$ cat config.mk
export PLATFORM = sky130hd
export DESIGN_NAME = drv_enable_seq
export DESIGN_NICKNAME = d
export VERILOG_FILES = /design/src/rtl/enseq_pkg.sv /design/src/rtl/enseq_delay.sv /design/src/rtl/enseq_refresh_gen.sv /design/src/rtl/drv_enable_seq.sv
export SDC_FILE = /design/constraint.sdc
export NUM_CORES = 1
export LEC_CHECK = 0
export BUFFER_PORTS_ARGS = -buffer_cell sky130_fd_sc_hd__buf_2
export CAP_MARGIN = 10
export CELL_PAD_IN_SITES_DETAIL_PLACEMENT = 1
export CELL_PAD_IN_SITES_GLOBAL_PLACEMENT = 2
export CORE_MARGIN = 5
export CORE_UTILIZATION = 40
export DETAILED_ROUTE_END_ITERATION = 8
export PLACE_DENSITY = 0.86
export SETUP_SLACK_MARGIN = 0.4
export SLEW_MARGIN = 15
export SYNTH_ARGS = -nofsm -noshare
export SYNTH_HDL_FRONTEND = slang
export SYNTH_SLANG_ARGS = --single-unit
$ cat constraint.sdc
create_clock -name clk -period 4.7 [get_ports clk]
set_input_delay 0.94 -clock clk [delete_from_list [all_inputs] [get_ports clk]]
set_output_delay 0.94 -clock clk [all_outputs]
set_load 0.005 [all_outputs]
$ cat src/rtl/enseq_pkg.sv
package enseq_pkg;
    typedef enum logic [2:0] {
        ST_OFF     = 3'd0,
        ST_SLEEP   = 3'd1,
        ST_WAKE    = 3'd2,
        ST_RUN     = 3'd3,
        ST_REFRESH = 3'd4
    } seq_state_e;

    function automatic logic state_ready(input seq_state_e s);
        return (s == ST_RUN) || (s == ST_REFRESH);
    endfunction
endpackage

$ cat src/rtl/enseq_delay.sv
module enseq_delay #(
    parameter int W = 8
) (
    input  logic         clk,
    input  logic         rst_n,
    input  logic         load,
    input  logic [W-1:0] load_val,
    output logic         done
);
    typedef struct packed {
        logic [W-1:0] cnt;
    } dly_reg_t;

    dly_reg_t r_d, r_q;

    always_comb begin
        r_d = r_q;
        if (load) begin
            r_d.cnt = load_val;
        end else if (r_q.cnt != '0) begin
            r_d.cnt = r_q.cnt - 1'b1;
        end
    end

    always_ff @(posedge clk or negedge rst_n) begin
        if (!rst_n) r_q <= '0;
        else        r_q <= r_d;
    end

    assign done = (r_q.cnt == '0);
endmodule

$ cat src/rtl/enseq_refresh_gen.sv
module enseq_refresh_gen #(
    parameter int RF_PW  = 8,
    parameter int RF_PER = 500
) (
    input  logic clk,
    input  logic rst_n,
    input  logic run,
    output logic pulse
);
    localparam int CW = $clog2(RF_PER);
    localparam logic [CW-1:0] LAST  = CW'(RF_PER - 1);
    localparam logic [CW-1:0] WIDTH = CW'(RF_PW);

    typedef struct packed {
        logic          active;
        logic [CW-1:0] cnt;
    } rf_reg_t;

    rf_reg_t r_d, r_q;

    always_comb begin
        r_d        = r_q;
        r_d.active = run;
        if (!run || !r_q.active) begin
            r_d.cnt = '0;
        end else if (r_q.cnt == LAST) begin
            r_d.cnt = '0;
        end else begin
            r_d.cnt = r_q.cnt + 1'b1;
        end
    end

    always_ff @(posedge clk or negedge rst_n) begin
        if (!rst_n) r_q <= '0;
        else        r_q <= r_d;
    end

    assign pulse = r_q.active && (r_q.cnt < WIDTH);
endmodule

$ cat src/rtl/drv_enable_seq.sv
module drv_enable_seq
    import enseq_pkg::*;
#(
    parameter int FULL_DLY  = 2000,
    parameter int SLEEP_DLY = 1500,
    parameter int RF_PW     = 8,
    parameter int RF_PER    = 500
) (
    input  logic clk,
    input  logic rst_n,
    input  logic supply_ok,
    input  logic dis_n,
    input  logic boot_low,
    input  logic boot_ok,
    output logic pwm_en,
    output logic refresh_ls,
    output logic pwr_rdy
);
    localparam int DMAX = (FULL_DLY > SLEEP_DLY) ? FULL_DLY : SLEEP_DLY;
    localparam int DW   = $clog2(DMAX);
    localparam logic [DW-1:0] FULL_LOAD  = DW'(FULL_DLY - 1);
    localparam logic [DW-1:0] SLEEP_LOAD = DW'(SLEEP_DLY - 1);

    typedef struct packed {
        seq_state_e st;
    } seq_reg_t;

    seq_reg_t    r_d, r_q;
    logic        dly_load;
    logic [DW-1:0] dly_val;
    logic        dly_done;
    logic        rf_run;
    logic        rf_pulse;

    // Hold the wait counter at the length matching the current off depth
    always_comb begin
        dly_load = (r_q.st == ST_OFF) || (r_q.st == ST_SLEEP);
        dly_val  = (r_q.st == ST_OFF) ? FULL_LOAD : SLEEP_LOAD;
    end

    enseq_delay #(.W(DW)) u_dly (
        .clk      (clk),
        .rst_n    (rst_n),
        .load     (dly_load),
        .load_val (dly_val),
        .done     (dly_done)
    );

    always_comb begin
        r_d = r_q;
        if (!supply_ok) begin
            r_d.st = ST_OFF;
        end else if (!dis_n) begin
            r_d.st = ST_SLEEP;
        end else begin
            unique case (r_q.st)
                ST_OFF, ST_SLEEP: r_d.st = ST_WAKE;
                ST_WAKE:          if (dly_done) r_d.st = ST_RUN;
                ST_RUN:           if (boot_low) r_d.st = ST_REFRESH;
                ST_REFRESH:       if (boot_ok)  r_d.st = ST_RUN;
                default:          r_d.st = ST_OFF;
            endcase
        end
    end

    always_ff @(posedge clk or negedge rst_n) begin
        if (!rst_n) r_q <= '{st: ST_OFF};
        else        r_q <= r_d;
    end

    // Pulse generator phase follows the registered state one-to-one
    assign rf_run = (r_d.st == ST_REFRESH);

    enseq_refresh_gen #(.RF_PW(RF_PW), .RF_PER(RF_PER)) u_rf (
        .clk   (clk),
        .rst_n (rst_n),
        .run   (rf_run),
        .pulse (rf_pulse)
    );

    assign pwm_en     = (r_q.st == ST_RUN);
    assign refresh_ls = rf_pulse && (r_q.st == ST_REFRESH);
    assign pwr_rdy    = state_ready(r_q.st);
endmodule

==> results_tabular.tex <==
\begin{tabular}{lr}
\hline
Metric & Value \\
\hline
\multicolumn{2}{l}{\textbf{Run status}} \\
Outcome & completed \\
\multicolumn{2}{l}{\textbf{STA}} \\
Number of endpoints failing setup at the final stage & 0 \\
Max Clk Rate & 388 MHz \\
Final setup skew & 6.16 ps \\
Fin crit share & 54.8\% \\
Final sum of negative setup slack & 0 ps \\
Number of max-slew violations in the final report & 0 \\
Post-route minimum period & 2580 ps \\
Final Hold Viols & 0 \\
Post-layout worst setup margin & 2120 ps \\
RSZ-0062 raised after global routing & no \\
Transition at the pin with the smallest max-transition slack & 548 ps \\
Worst-case headroom to the max-slew limit & 63.5\% \\
\multicolumn{2}{l}{\textbf{Floorplan}} \\
Die height & 66.3 um \\
Total core area & 3050 um2 \\
Number of I/O pins & 9 \\
Site Rows & 20 \\
Initial Util & 41.5\% \\
Die Span X & 66.3 um \\
Total die area & 4390 um2 \\
\multicolumn{2}{l}{\textbf{Detailed routing}} \\
Routed Wire Length & 2640 um \\
Via density per instance & 5.31 \\
Detailed router's first-iteration violation count & 65 \\
Detail Route Antenna Nets & 0 \\
Vias after detailed routing & 966 \\
DRC violations left & 0 \\
Final routed wire length divided by cell count & 14.5 um \\
Router iterations before antenna repair & 6 \\
\multicolumn{2}{l}{\textbf{Clock network}} \\
Number of CTS-inserted buffers & 3 \\
Skew-Pair Late Insertion Delay & 310 ps \\
Maximum root-to-sink buffer count & 2 \\
\# hold bufs at CTS & 0 \\
Number of cells upsized or downsized after cts & 0 \\
Setup Buffers After CTS & 0 \\
CTS tree & done \\
Clock slew seen by the registers of the worst setup and hold paths & 120 ps \\
Clk root buf & clkbuf\_4 \\
Htree depth & 1 \\
TritonCTS Sinks & 24 \\
\multicolumn{2}{l}{\textbf{Setup path}} \\
Crit path launch & r\_q[2]\$\_DFF\_PN0\_ \\
Depth of the worst register-to-register path & 6 \\
Endpoint of the worst register-to-register path & r\_q[0]\$\_DFF\_PN0\_ \\
Slowest-stage cell, CP & dfrtp\_1 \\
Category of the most critical setup path & reg -> out \\
Worst setup SP type & register \\
Ordered list of cells on the worst path & nor3b\_1 > nand2\_1 > nor4\_1 > buf\_2 \\
Biggest fanout along the worst timing path & 10 \\
Highest cell delay on the worst timing path & 500 ps \\
Family of cells with the greatest summed delay on the critical path & simple AND/OR/NAND/NOR gates \\
Critical path capture point type & output pin \\
R2r setup slk & 2520 ps \\
Data required time of the worst path & 3760 ps \\
Data arrival, critical path & 1640 ps \\
CP bufs+invs & 1 \\
Critical R2R Launch & u\_dly.r\_q[0]\$\_DFFE\_PN0P\_ \\
\multicolumn{2}{l}{\textbf{Yosys}} \\
Number of warnings issued by yosys & 0 \\
Number of instances in the synthesized netlist & 132 \\
Synth area leader & dfrtp\_1 \\
Distinct cell type count after synthesis & 36 \\
Leading cell type by number of instances after synthesis & dfrtp\_1 \\
Proportion of register bits with asynchronous set or reset after synthesis & 100\% \\
Area share of the largest cell type after synthesis & 47.4\% \\
Average footprint of a synthesized cell & 9.60 um2 \\
Fraction of the yosys area taken by sequential cells & 47.4\% \\
EDFF count, synth & 0 \\
Primary flip-flop cell chosen by synthesis mapping & dfrtp\_1 \\
Total standard cell area after synthesis & 1270 um2 \\
Synth area leaders & dfrtp\_1, nor2\_1, xor2\_1 \\
Most instantiated cells after synthesis & dfrtp\_1, nor2\_1, nand2\_1 \\
Syn nets & 140 \\
Yosys reg bits & 24 \\
\multicolumn{2}{l}{\textbf{Placed design}} \\
Post-DP HPWL & 1920 um \\
Pre-CTS setup slack & 2450 ps \\
Port bufs & 8 \\
Routability cong. & 0.757 \\
\multicolumn{2}{l}{\textbf{Global route}} \\
Wire length of the first global-routing pass & 4860 um \\
Maximum number of pins on one net before global-route repair & 25 \\
Overall fraction of global-route tracks in use & 14.2\% \\
Number of global-route vias before repair & 1019 \\
Overflow left after global routing & 0 \\
Number of antenna violations at the first check in global routing & 0 \\
\multicolumn{2}{l}{\textbf{Min path}} \\
Worst min path class & reg -> reg \\
Hold Startpoint & u\_rf.r\_q[0]\$\_DFF\_PN0\_ \\
Cell count of the worst hold path & 1 \\
Hold-critical path endpoint & u\_rf.r\_q[0]\$\_DFF\_PN0\_ \\
\multicolumn{2}{l}{\textbf{Cells and area}} \\
Area occupied by multi-input gates & 628 um2 \\
Fraction of layout cells with a size suffix above 1 & 13.8\% \\
Antenna Diode Count & 0 \\
Register area & 601 um2 \\
Layout overhead on the synthesized area & 7.70\% \\
Filler cell count & 383 \\
Utilization of the core after routing & 44.7\% \\
Post-layout nets & 148 \\
\multicolumn{2}{l}{\textbf{Power and ir drop}} \\
Static leakage & 0.590 nW \\
Power density over the cells & 240 nW/um2 \\
Maximum vdd drop & 0.000108 V \\
\multicolumn{2}{l}{\textbf{Run}} \\
Total of max-cap violations & 0 \\
\hline
\end{tabular}
-- power by group --
part           leakage, nW  internal, mW  switching [mW]
Sequential           0.290         0.211         0.00715
Combinational        0.286       0.00788          0.0127
Clock               0.0138        0.0300          0.0598
Total                0.590         0.249          0.0796
-- worst max path at each step --
stage                 end  slack [ps]  cells after the start
6_report       refresh_ls        2120                      4
5_1_grt        refresh_ls        1790                      4
4_1_cts        refresh_ls        2090                      4
3_5_place_dp   refresh_ls        2450                      4
3_3_place_gp   refresh_ls        2530                      4
2_1_floorplan  refresh_ls        2690                      4
-- sequential cells by signal, summed over array words and instances (netlist names) --
name       count
u_rf.r_q      10
u_dly.r_q     11
r_q            3
-- per-layer routing --
layer	wire (um)	GRT usage (%)	part of all wire, %	vias to the layer above
met5	0	0	0	-
met4	19	4.57	0.72	0
met3	63	2.55	2.4	2
met2	1210	22.3	46	13
met1	1350	19.7	51	470
li1	-	-	-	481
-- stage by stage --
step,cells,hold WS [ps],power (mW),area (um2)
after floorplan,132,446,0.231,1270
after global placement,179,481,0.242,1340
after detailed placement,179,482,0.243,1340
after CTS,182,499,0.335,1370
after global routing,182,546,0.348,1370
final,182,500,0.328,1370
-- cell families (layout without fill, tap and decap cells) --
kind of cell	after synthesis	after routing	share of synthesized area [%]
fa+ha+maj	2	2	1.97
simple gates	63	63	29.1
xor+xnor	9	9	6.22
flops	24	24	47.4
compound gates	24	24	12.2
buf+inv	10	16	3.06
-- layout make-up --
cell class                 count  area share, %
multi-input combinational     98           46.0
clock buffer                   3           1.65
inverter                       5           1.37
tap                           44           4.03
sequential                    24           44.0
timing repair buffer           8           2.93
-- placed cells by master, fill, tap and decap left out, drive strengths merged, types with 3 or more instances in the layout --
cell and n:
nor2 18, and3 4, buf 8, xor2 7
a31oi 3, nor4b 3, clkbuf 3, o2111a 3
and2 3, inv 5, nand2 10, o21ai 5
dfrtp 24, nand4 3, nand3 5, a21oi 9
nor3 4
No activity file was read; power rests on OpenSTA's default activity.
